==> config.mk <==
export PLATFORM = sky130hd
export DESIGN_NAME = lp_state_ctrl
export DESIGN_NICKNAME = d
export VERILOG_FILES = /design/src/rtl/lp_pkg.sv /design/src/rtl/lp_entry_timer.sv /design/src/rtl/lp_event_latch.sv /design/src/rtl/lp_fsm.sv /design/src/rtl/lp_state_ctrl.sv
export SDC_FILE = /design/constraint.sdc
export NUM_CORES = 1
export LEC_CHECK = 0
export BUFFER_PORTS_ARGS = -buffer_cell sky130_fd_sc_hd__buf_2
export CAP_MARGIN = 10
export CORE_MARGIN = 2
export CORE_UTILIZATION = 50
export CTS_CLUSTER_DIAMETER = 200
export CTS_CLUSTER_SIZE = 30
export DETAILED_ROUTE_END_ITERATION = 8
export PLACE_DENSITY = 0.86
export REMOVE_ABC_BUFFERS = 1
export SYNTH_ARGS = -nofsm -noshare
export SYNTH_HDL_FRONTEND = slang
export SYNTH_SLANG_ARGS = --single-unit
export TNS_END_PERCENT = 1
==> constraint.sdc <==
create_clock -name clk -period 4.45 [get_ports clk]
set_clock_uncertainty 0.2 [all_clocks]
set_input_delay 0.89 -clock clk [delete_from_list [all_inputs] [get_ports clk]]
set_output_delay 0.89 -clock clk [all_outputs]
set_load 0.01 [all_outputs]
==> src/rtl/lp_pkg.sv <==
package lp_pkg;

    localparam int NUM_EVT = 5;

    typedef enum logic [2:0] {
        ST_RUN   = 3'd0,
        ST_HALT  = 3'd1,
        ST_HSNP  = 3'd2,
        ST_GRANT = 3'd3,
        ST_GSNP  = 3'd4
    } lp_state_e;

    typedef logic [NUM_EVT-1:0] evt_vec_t;

    // lowest set bit wins (bit0 has top priority)
    function automatic evt_vec_t pick_first(input evt_vec_t v);
        evt_vec_t r;
        r = '0;
        for (int i = NUM_EVT - 1; i >= 0; i--) begin
            if (v[i]) r = evt_vec_t'(1) << i;
        end
        return r;
    endfunction

    function automatic logic grant_origin(input lp_state_e s);
        return (s == ST_RUN) || (s == ST_HALT);
    endfunction

endpackage

==> src/rtl/lp_entry_timer.sv <==
module lp_entry_timer #(
    parameter int DLY = 20
) (
    input  logic clk,
    input  logic rst,
    input  logic arm,
    input  logic cancel,
    input  logic fire_ok,
    output logic expire
);
    localparam int CW = $clog2(DLY + 1);

    logic          armed;
    logic [CW-1:0] cnt;

    assign expire = armed && (cnt == CW'(DLY)) && fire_ok && !cancel;

    always_ff @(posedge clk) begin
        if (rst) begin
            armed <= 1'b0;
            cnt   <= '0;
        end else if (cancel) begin
            armed <= 1'b0;
        end else if (arm) begin
            armed <= 1'b1;
            cnt   <= CW'(1);
        end else if (expire) begin
            armed <= 1'b0;
        end else if (armed && cnt != CW'(DLY)) begin
            cnt <= cnt + 1'b1;
        end
    end


    cancel_kills_chk: assert property (@(posedge clk) disable iff (rst)
        cancel |=> !armed);

endmodule

==> src/rtl/lp_event_latch.sv <==
module lp_event_latch
    import lp_pkg::*;
(
    input  logic     clk,
    input  logic     rst,
    input  evt_vec_t wake,
    input  logic     deliver_en,
    output evt_vec_t deliver_q,
    output logic     pend_any
);
    evt_vec_t pend;
    evt_vec_t sel;

    assign sel      = deliver_en ? pick_first(pend) : '0;
    assign pend_any = |pend;

    always_ff @(posedge clk) begin
        if (rst) begin
            pend      <= '0;
            deliver_q <= '0;
        end else begin
            pend      <= (pend & ~sel) | wake;
            deliver_q <= sel;
        end
    end


    one_strobe_chk: assert property (@(posedge clk) disable iff (rst)
        $onehot0(deliver_q));


    held_when_asleep_chk: assert property (@(posedge clk) disable iff (rst)
        !deliver_en |=> deliver_q == '0);

endmodule

==> src/rtl/lp_fsm.sv <==
module lp_fsm
    import lp_pkg::*;
#(
    parameter int NUM_THR = 2
) (
    input  logic               clk,
    input  logic               rst,
    input  logic [NUM_THR-1:0] halt_req,
    input  logic               halt_cyc_done,
    input  logic               stop_clk_n,
    input  logic               snoop_start,
    input  logic               snoop_done,
    input  logic               wake_any,
    input  logic               hard_init,
    input  logic               smi_rsm,
    input  logic               smi_rsm_halt,
    input  logic               expire,
    output lp_state_e          state_q
);
    lp_state_e state_d;
    lp_state_e home_q, home_d;

    always_comb begin
        state_d = state_q;
        home_d  = home_q;
        unique case (state_q)
            ST_RUN: begin
                if (expire) begin
                    state_d = ST_GRANT;
                    home_d  = ST_RUN;
                end else if ((&halt_req) && halt_cyc_done) begin
                    state_d = ST_HALT;
                end else if (smi_rsm && smi_rsm_halt) begin
                    state_d = ST_HALT;
                end
            end
            ST_HALT: begin
                if (expire) begin
                    state_d = ST_GRANT;
                    home_d  = hard_init ? ST_RUN : ST_HALT;
                end else if (hard_init) begin
                    state_d = ST_RUN;
                end else if (snoop_start) begin
                    state_d = ST_HSNP;
                end else if (wake_any) begin
                    state_d = ST_RUN;
                end
            end
            ST_HSNP: begin
                if (hard_init)       state_d = ST_RUN;
                else if (snoop_done) state_d = ST_HALT;
            end
            ST_GRANT: begin
                if (stop_clk_n)       state_d = hard_init ? ST_RUN : home_q;
                else if (snoop_start) state_d = ST_GSNP;
                if (hard_init) home_d = ST_RUN;
            end
            ST_GSNP: begin
                if (snoop_done) state_d = ST_GRANT;
                if (hard_init)  home_d  = ST_RUN;
            end
            default: state_d = ST_RUN;
        endcase
    end

    always_ff @(posedge clk) begin
        if (rst) begin
            state_q <= ST_RUN;
            home_q  <= ST_RUN;
        end else begin
            state_q <= state_d;
            home_q  <= home_d;
        end
    end


    grant_init_hold_chk: assert property (@(posedge clk) disable iff (rst)
        (state_q == ST_GRANT && hard_init && !stop_clk_n && !snoop_start)
        |=> state_q == ST_GRANT);


    hsnp_hold_chk: assert property (@(posedge clk) disable iff (rst)
        (state_q == ST_HSNP && !snoop_done && !hard_init) |=> state_q == ST_HSNP);


    no_grant_released_chk: assert property (@(posedge clk) disable iff (rst)
        (stop_clk_n && grant_origin(state_q)) |=> state_q != ST_GRANT);


    partial_halt_chk: assert property (@(posedge clk) disable iff (rst)
        (state_q == ST_RUN && !(&halt_req) && !smi_rsm) |=> state_q != ST_HALT);

endmodule

==> src/rtl/lp_state_ctrl.sv <==
module lp_state_ctrl
    import lp_pkg::*;
#(
    parameter int NUM_THR   = 2,
    parameter int ENTRY_DLY = 20
) (
    input  logic               clk,
    input  logic               rst,
    input  logic [NUM_THR-1:0] halt_req,
    input  logic               halt_cyc_done,
    input  logic               stop_clk_n,
    input  logic               sg_ack_resp,
    input  logic               snoop_start,
    input  logic               snoop_done,
    input  logic [4:0]         wake_evt,
    input  logic               hard_init,
    input  logic               smi_rsm,
    input  logic               smi_rsm_halt,
    output logic [2:0]         state,
    output logic               core_clk_en,
    output logic               init_pulse,
    output logic [4:0]         evt_deliver
);
    lp_state_e cur;
    logic      expire;
    logic      pend_any;
    logic      in_origin;
    evt_vec_t  deliv;

    assign in_origin = grant_origin(cur);

    lp_entry_timer #(.DLY(ENTRY_DLY)) u_timer (
        .clk     (clk),
        .rst     (rst),
        .arm     (sg_ack_resp && !stop_clk_n && in_origin),
        .cancel  (stop_clk_n),
        .fire_ok (in_origin),
        .expire  (expire)
    );

    lp_event_latch u_events (
        .clk        (clk),
        .rst        (rst),
        .wake       (evt_vec_t'(wake_evt)),
        .deliver_en (cur == ST_RUN),
        .deliver_q  (deliv),
        .pend_any   (pend_any)
    );

    lp_fsm #(.NUM_THR(NUM_THR)) u_fsm (
        .clk           (clk),
        .rst           (rst),
        .halt_req      (halt_req),
        .halt_cyc_done (halt_cyc_done),
        .stop_clk_n    (stop_clk_n),
        .snoop_start   (snoop_start),
        .snoop_done    (snoop_done),
        .wake_any      ((|wake_evt) || pend_any),
        .hard_init     (hard_init),
        .smi_rsm       (smi_rsm),
        .smi_rsm_halt  (smi_rsm_halt),
        .expire        (expire),
        .state_q       (cur)
    );

    always_ff @(posedge clk) begin
        if (rst) init_pulse <= 1'b0;
        else     init_pulse <= hard_init;
    end

    assign state       = cur;
    assign core_clk_en = (cur == ST_RUN);
    assign evt_deliver = deliv;


    halt_init_exit_chk: assert property (@(posedge clk) disable iff (rst)
        (cur == ST_HALT && hard_init && !expire) |=> (cur == ST_RUN && init_pulse));

endmodule

==> flow_summary.ini, run 1 <==
[clock_network]
cts_root_buffer = sky130_fd_sc_hd__clkbuf_4
clock_sink_count = 23
cts_tree = done
clock_tree.buffer_depth = 2
cts_setup_buffers = 0
cts.repair.resized = 0
h_tree_levels = 1
number_of_cts_inserted_buffers = 3
cts.clk_slew.worst_paths_ps = 120
clkLatencyLatePin_ps = 310
cts-hold-fix-buffers = 0

[route]
wl_per_cell_microns = 12.3
wirelength_microns = 2380
vias_per_cell = 5.64
routed.top_layer = met4
drt-initial-drc-count = 28
wl_met1_microns = 1040
wl_met2_microns = 1130
remaining_drc_errors = 0
drt-pass1-iter-count = 4
vias = 1089
antenna_violating_nets_post_route = 0
wl_met3_microns = 164

[global_routing]
grt_antenna_before_repair = 0
grt_pass1_wl_microns = 4040
globalRouteOverflowTotal = 0
number_of_global_route_vias_before_repair = 978
track_usage_pct = 20.0
grt_start_max_net_pins = 19

[pwr]
combinationalPowerShare_pct = 20.1
internal_power_uw = 286
cellPowerDensity_nw_per_um2 = 315
switchingPower_uw = 125
power.leakage_nw = 0.566
power_uw = 412
peak_supply_drop_uv = 237
p_sw_share_pct = 30.5
clock_power_share_pct = 23.1
power_frac_seq_pct = 56.7

[finish]
regArea_sq_um = 460
multi_input_comb_area_sq_um = 628
num-nets-final = 185
postLayoutCoreUtil_pct = 59.7
layout.filler_cells = 217
drive_above_1_share_pct = 20.6
layout-area-overhead-vs-synth_pct = 13.7
insertedDiodeCount = 0

[sta]
timing_worst_slew_pin_value_ps = 444
timing.setup.tns_ps = 0
finalHoldViolCount = 0
rsz0062_at_grt = false
minimum_clock_period_after_layout_ps = 2650
max_slew_headroom_at_the_worst_pin_pct = 70.3
slew_violations = 0
setup_slack_ps = 1800
portion_of_the_clock_cycle_consumed_by_the_worst_path_in_the_final_layout_pct = 59.5
finalSetupViolations = 0
max_freq_ghz = 0.378

[placement]
detailedPlacementHpwl_microns = 1830
dpl_ws_ps = 2180
gp_routability_congestion = 0.833
portBuffers = 26

[floorplanning]
floorplan.initialDensity_pct = 52.5
floorplan.die_area_sq_um = 2700
dieWidth_microns = 52.0
core-area_sq_um = 2190
pin_count = 27
placement_rows = 17
die_y_microns = 52.0

[worst_setup_path]
crit_chain = or3_1 -> inv_1 -> buf_2
timing.setup.critical_path_class = reg2out
timing.critical_path.required_ps = 3360
worstPathArrival_ps = 1560
timing.critical_path.slowest_stage_cell = sky130_fd_sc_hd__or3_1
critical_path.startpoint_type = flop
end_kind = output pin
critical_path.max_fanout = 15
cp_slowest_stage_delay_ps = 480

[synthesis]
postSynth.asyncResetShare_pct = 0
postSynthCellCount = 141
ys.warnings.count = 0
synth_ff_type = sky130_fd_sc_hd__dfxtp_1
synthDominantCellAreaShare_pct = 40.0
synth.largest_area_cell = sky130_fd_sc_hd__dfxtp_1
synth_seq_area_share_pct = 40.0
synth_area_leaders = sky130_fd_sc_hd__dfxtp_1, sky130_fd_sc_hd__a21oi_1, sky130_fd_sc_hd__nor2_1
yosys_register_bits = 23
synth_cell_type_count = 40
mean_cell_area_of_the_mapped_netlist_sq_um = 8.15
number_of_enable_flip_flop_cells_after_synthesis = 0
synthesis.area_sq_um = 1150

[worst_hold_path]
timing.hold.worst.class = reg2reg

[outcome]
run_status = finished, final reports clean

[flow_run]
maximum_capacitance_violations = 0
## synthesized netlist by cell type (all sizes together) (3+ instances only)
cell type and count:
dfxtp 23, nor2 17, a21oi 13, nand2 11, o21ai 9, inv 7
nor3 7, nand3 6, nor2b 5, and3 4, nor4 4, buf 3
clkbuf 3, xnor2 3
## flip-flops by register name, summed over array words and instances (netlist names)
signal	flops
u_timer.armed	1
u_events.pend	5
u_fsm.home_q	3
u_events.deliver_q	5
u_timer.cnt	5
init_pulse	1
u_fsm.state_q	3
## layer usage
| metal | track usage (%) | vias to the layer above |
|---|---|---|
| met1 | 24.3 | 498 |
| li1 | - | 550 |
| met4 | 9.21 | 0 |
| met5 | 0 | - |
| met3 | 6.32 | 7 |
| met2 | 32.1 | 34 |
## kinds of logic after synthesis
family	synth area share [%]
adder cells (fa/ha/maj)	2.18
flip-flops	40.0
buffers and inverters	5.33
AO/OA/AOI/OAI	18.0
multiplexers	0.871
AND/OR/NAND/NOR	31.3
XOR/XNOR	2.29
## path summary, 6_finish.rpt
check                                                    end  slack (ps)  cells past startpoint                     startpoint
worst max-delay path                             core_clk_en        1800                      3  u_fsm.state_q[2]$_SDFFE_PP0P_
worst min-delay path            u_fsm.home_q[1]$_SDFFE_PP0P_         250                      2   u_fsm.home_q[1]$_SDFFE_PP0P_
worst max register to register   u_timer.cnt[2]$_SDFFE_PP0P_        2610                      5  u_fsm.state_q[2]$_SDFFE_PP0P_
worst min register to register  u_fsm.home_q[1]$_SDFFE_PP0P_         250                      2   u_fsm.home_q[1]$_SDFFE_PP0P_
## cell usage in the layout (no fill, tap or decap), types with 4 or more instances in the layout
cell type	count
sky130_fd_sc_hd__a21oi_1	13
sky130_fd_sc_hd__and3_1	4
sky130_fd_sc_hd__buf_2	26
sky130_fd_sc_hd__dfxtp_1	23
sky130_fd_sc_hd__inv_1	7
sky130_fd_sc_hd__nand2_1	11
sky130_fd_sc_hd__nand3_1	6
sky130_fd_sc_hd__nor2_1	17
sky130_fd_sc_hd__nor2b_1	5
sky130_fd_sc_hd__nor3_1	7
sky130_fd_sc_hd__nor4_1	4
sky130_fd_sc_hd__o21ai_0	8
## worst max-delay path: cells and delay by family, from the launching register on
kind | cells | cell delay [ps]
buffers and inverters | 2 | 320
flip-flops | 1 | 450
AND/OR/NAND/NOR | 1 | 480
## per-stage QoR
step,hold WS (ps),instance area [sq um],cells
after global routing,267,1310,193
after detailed placement,223,1280,189
after CTS,242,1310,193
after global placement,215,1280,189
after floorplan,209,1110,135
final,247,1310,193
## layout make-up
| type | instances | area share [%] |
|---|---|---|
| multi-input combinational | 105 | 48.0 |
| sequential | 23 | 35.2 |
| clock buffer | 3 | 1.72 |
| timing repair buffer | 26 | 9.95 |
| tap | 28 | 2.68 |
| clock inverter | 1 | 0.383 |
| inverter | 7 | 2.01 |
## power by group through the flow
| stage | clock network [mW] | logic (mW) | registers (mW) |
|---|---|---|---|
| after global routing | 0.108 | 0.0921 | 0.236 |
| after floorplan | 0 | 0.0496 | 0.237 |
| final | 0.0952 | 0.0828 | 0.234 |
| after global placement | 0 | 0.0801 | 0.236 |
| after CTS | 0.100 | 0.0822 | 0.233 |
| after detailed placement | 0 | 0.0821 | 0.238 |
(Power assumes the default switching activity.)
==> run 2: changes to the inputs <==
--- a/config.mk
+++ b/config.mk
@@ -5,14 +5,15 @@
 export SDC_FILE = /design/constraint.sdc
 export NUM_CORES = 1
 export LEC_CHECK = 0
+export ABC_AREA = 1
 export BUFFER_PORTS_ARGS = -buffer_cell sky130_fd_sc_hd__buf_2
 export CAP_MARGIN = 10
 export CORE_MARGIN = 2
-export CORE_UTILIZATION = 50
+export CORE_UTILIZATION = 46
 export CTS_CLUSTER_DIAMETER = 200
 export CTS_CLUSTER_SIZE = 30
 export DETAILED_ROUTE_END_ITERATION = 8
-export PLACE_DENSITY = 0.86
+export PLACE_DENSITY = 0.84
 export REMOVE_ABC_BUFFERS = 1
 export SYNTH_ARGS = -nofsm -noshare
 export SYNTH_HDL_FRONTEND = slang
==> constraint.sdc (replaced) <==
create_clock -name clk -period 2.4 [get_ports clk]
set_clock_uncertainty 0.2 [all_clocks]
set_input_delay 0.48 -clock clk [delete_from_list [all_inputs] [get_ports clk]]
set_output_delay 0.48 -clock clk [all_outputs]
set_load 0.01 [all_outputs]
==> run 2 against run 1 <==
- non-clock buffer count did not move
- sequential power rose by 110%
- global-route usage fell by 1.1 points
- synthesized cell count rose by 22%
- flip-flop and latch count did not move
- via count fell by 0.55%
- utilization fell by 1.7 points
- critical path depth rose by 1
- die area rose by 5.6%
- design area did not move
- clock-buffer cell count did not move
- combinational power rose to 5.5 times the previous value
- critical path type unchanged
- critical endpoint unchanged
==> flow_summary.ini, run 2 <==
[route]
wl_met1_microns = 1060
wl_per_cell_microns = 9.93
wl_met3_microns = 120
antenna_violating_nets_post_route = 0
remaining_drc_errors = 0
wl_met2_microns = 1070
routed.top_layer = met4
vias_per_cell = 4.75
vias = 1083
wirelength_microns = 2260
drt-pass1-iter-count = 5
drt-initial-drc-count = 23

[clock_network]
cts.repair.resized = 0
cts_tree = done
clock_tree.buffer_depth = 2
number_of_cts_inserted_buffers = 3
cts.clk_slew.worst_paths_ps = 130
clkLatencyLatePin_ps = 320
clock_sink_count = 23
h_tree_levels = 1
cts_root_buffer = sky130_fd_sc_hd__clkbuf_4
cts_setup_buffers = 0
cts-hold-fix-buffers = 0

[worst_setup_path]
worstPathArrival_ps = 1330
timing.critical_path.required_ps = 1720
end_kind = output pin
critical_path_s_top_delay_family = flip-flops
cp_num_buf_inv = 2
critical_path.max_fanout = 7
cp_slowest_stage_delay_ps = 390
timing.critical_path.slowest_stage_cell = sky130_fd_sc_hd__dfxtp_1
timing.setup.critical_path_class = reg2out
crit_chain = nor2_2 -> inv_2 -> nor2_4 -> buf_2
critical_path.startpoint_type = flop

[synthesis]
synth_area_leaders = sky130_fd_sc_hd__dfxtp_1, sky130_fd_sc_hd__nor2_1, sky130_fd_sc_hd__nand2_1
yosys_register_bits = 23
postSynth.asyncResetShare_pct = 0
ys.warnings.count = 0
mean_cell_area_of_the_mapped_netlist_sq_um = 6.53
synthDominantCellAreaShare_pct = 41.0
synth.largest_area_cell = sky130_fd_sc_hd__dfxtp_1
ys_top_cells_by_count = sky130_fd_sc_hd__nor2_1, sky130_fd_sc_hd__nand2_1, sky130_fd_sc_hd__inv_1
yosysMostFrequentCell = sky130_fd_sc_hd__nor2_1
synthesis.area_sq_um = 1120
synth_seq_area_share_pct = 41.0
synth_cell_type_count = 20
postSynthCellCount = 172
number_of_enable_flip_flop_cells_after_synthesis = 0
synth_ff_type = sky130_fd_sc_hd__dfxtp_1

[sta]
max_slew_headroom_at_the_worst_pin_pct = 75.8
slew_violations = 0
timing.setup.tns_ps = 0
max_freq_ghz = 0.498
minimum_clock_period_after_layout_ps = 2010
finalSetupViolations = 0
portion_of_the_clock_cycle_consumed_by_the_worst_path_in_the_final_layout_pct = 83.6
finalHoldViolCount = 0
rsz0062_at_grt = false
setup_slack_ps = 393
fin_hold_ws_ps = 176
timing_worst_slew_pin_value_ps = 362

[global_routing]
globalRouteOverflowTotal = 0
grt_antenna_before_repair = 0
grt_start_max_net_pins = 20
number_of_global_route_vias_before_repair = 956
track_usage_pct = 19.0
grt_pass1_wl_microns = 3930

[floorplanning]
floorplan.die_area_sq_um = 2850
placement_rows = 17
die_y_microns = 53.4
pin_count = 27
core-area_sq_um = 2250
floorplan.initialDensity_pct = 49.8
dieWidth_microns = 53.4

[finish]
drive_above_1_share_pct = 19.0
num-nets-final = 220
layout-area-overhead-vs-synth_pct = 16.5
final_cell_area_sq_um = 1310
layout.filler_cells = 254
leading_cell_type_in_the_layout_fill_and_taps_excluded = sky130_fd_sc_hd__nor2_1
mostFrequentLayoutCells = sky130_fd_sc_hd__nor2_1, sky130_fd_sc_hd__nand2_1, sky130_fd_sc_hd__buf_2
reg.largest.list = u_events.deliver_q (5), u_events.pend (5), u_timer.cnt (5)
insertedDiodeCount = 0

[placement]
portBuffers = 26
dpl_ws_ps = 609
dpl-instance-area_sq_um = 1280
gp_routability_congestion = 0.897
detailedPlacementHpwl_microns = 1770

[pwr]
cellPowerDensity_nw_per_um2 = 866
power.leakage_nw = 0.655
peak_supply_drop_uv = 640

[outcome]
run_status = finished, final reports clean

[worst_hold_path]
timing.hold.worst.class = in2reg

[flow_run]
maximum_capacitance_violations = 0
==> run 2: changes by cell type after synthesis, sizes merged, moves of 3 or more <==
cell   delta
nor4      -4
xnor2     -3
inv      +20
nor2b     -5
and3      -3
nor2     +24
nand3    +13
nand2    +19
==> run 2: cell type report <==
type / instances / area (sq um) / area share, %
Clock buffer: 3 / 22.5 / 1.72
Clock inverter: 1 / 5.00 / 0.383
Inverter: 27 / 101 / 7.75
Multi-Input combinational cell: 120 / 553 / 42.3
Sequential cell: 23 / 460 / 35.2
Tap cell: 28 / 35.0 / 2.68
Timing Repair Buffer: 26 / 130 / 9.95
==> run 2: metrics by stage <==
step | cells | utilization [%] | total power, mW
after global placement | 224 | 56.8 | 0.953
final | 228 | 58.0 | 1.13
after CTS | 228 | 58.0 | 1.14
after global routing | 228 | 58.0 | 1.24
after detailed placement | 224 | 56.8 | 0.957
after floorplan | 170 | - | 0.828
==> run 2: worst paths after layout <==
| path | from | to | slack [ps] | depth (start not counted) |
|---|---|---|---|---|
| setup reg to reg | u_timer.cnt[0]$_SDFFE_PP0P_ | u_fsm.home_q[1]$_SDFFE_PP0P_ | 590 | 10 |
| hold reg to reg | u_timer.cnt[4]$_SDFFE_PP0P_ | u_timer.cnt[4]$_SDFFE_PP0P_ | 280 | 2 |
| setup / recovery | u_fsm.state_q[2]$_SDFFE_PP0P_ | core_clk_en | 390 | 4 |
| hold / removal | wake_evt[2] | u_events.pend[2]$_SDFF_PP0_ | 180 | 3 |
==> run 2: worst reg2reg max path: stages, from the launching register on <==
cell                       delay [ps]
sky130_fd_sc_hd__dfxtp_1          350
sky130_fd_sc_hd__inv_1             90
sky130_fd_sc_hd__ha_1             140
sky130_fd_sc_hd__nand3_1           80
sky130_fd_sc_hd__nor2_1           250
sky130_fd_sc_hd__nand2_1          160
sky130_fd_sc_hd__nand2_1           90
sky130_fd_sc_hd__o21ai_1           90
sky130_fd_sc_hd__o21bai_1         180
sky130_fd_sc_hd__nand2_1           60
sky130_fd_sc_hd__inv_1             30
==> run 2: report_power, final <==
part,internal (mW),switching [mW]
clock network,0.0624,0.118
registers,0.435,0.0626
logic,0.168,0.286
total,0.665,0.468
==> run 2: cell families (layout without fill, tap and decap cells) <==
family | count (synthesis) | in the layout | synth area share [%]
xor gates and xnor gates | 1 | 1 | 0.781
AOI/OAI and AO/OA | 20 | 20 | 9.14
buffers and inverters | 29 | 57 | 9.70
DFF | 23 | 23 | 41.0
adders and majority gates | 2 | 2 | 2.23
and+or+nand+nor | 97 | 97 | 37.1
==> run 2: per-layer routing <==
layer | global-route usage [%] | vias up
met4 | 3.85 | 0
met5 | 0 | -
met3 | 5.93 | 2
met2 | 33.1 | 29
met1 | 22.5 | 456
li1 | - | 596
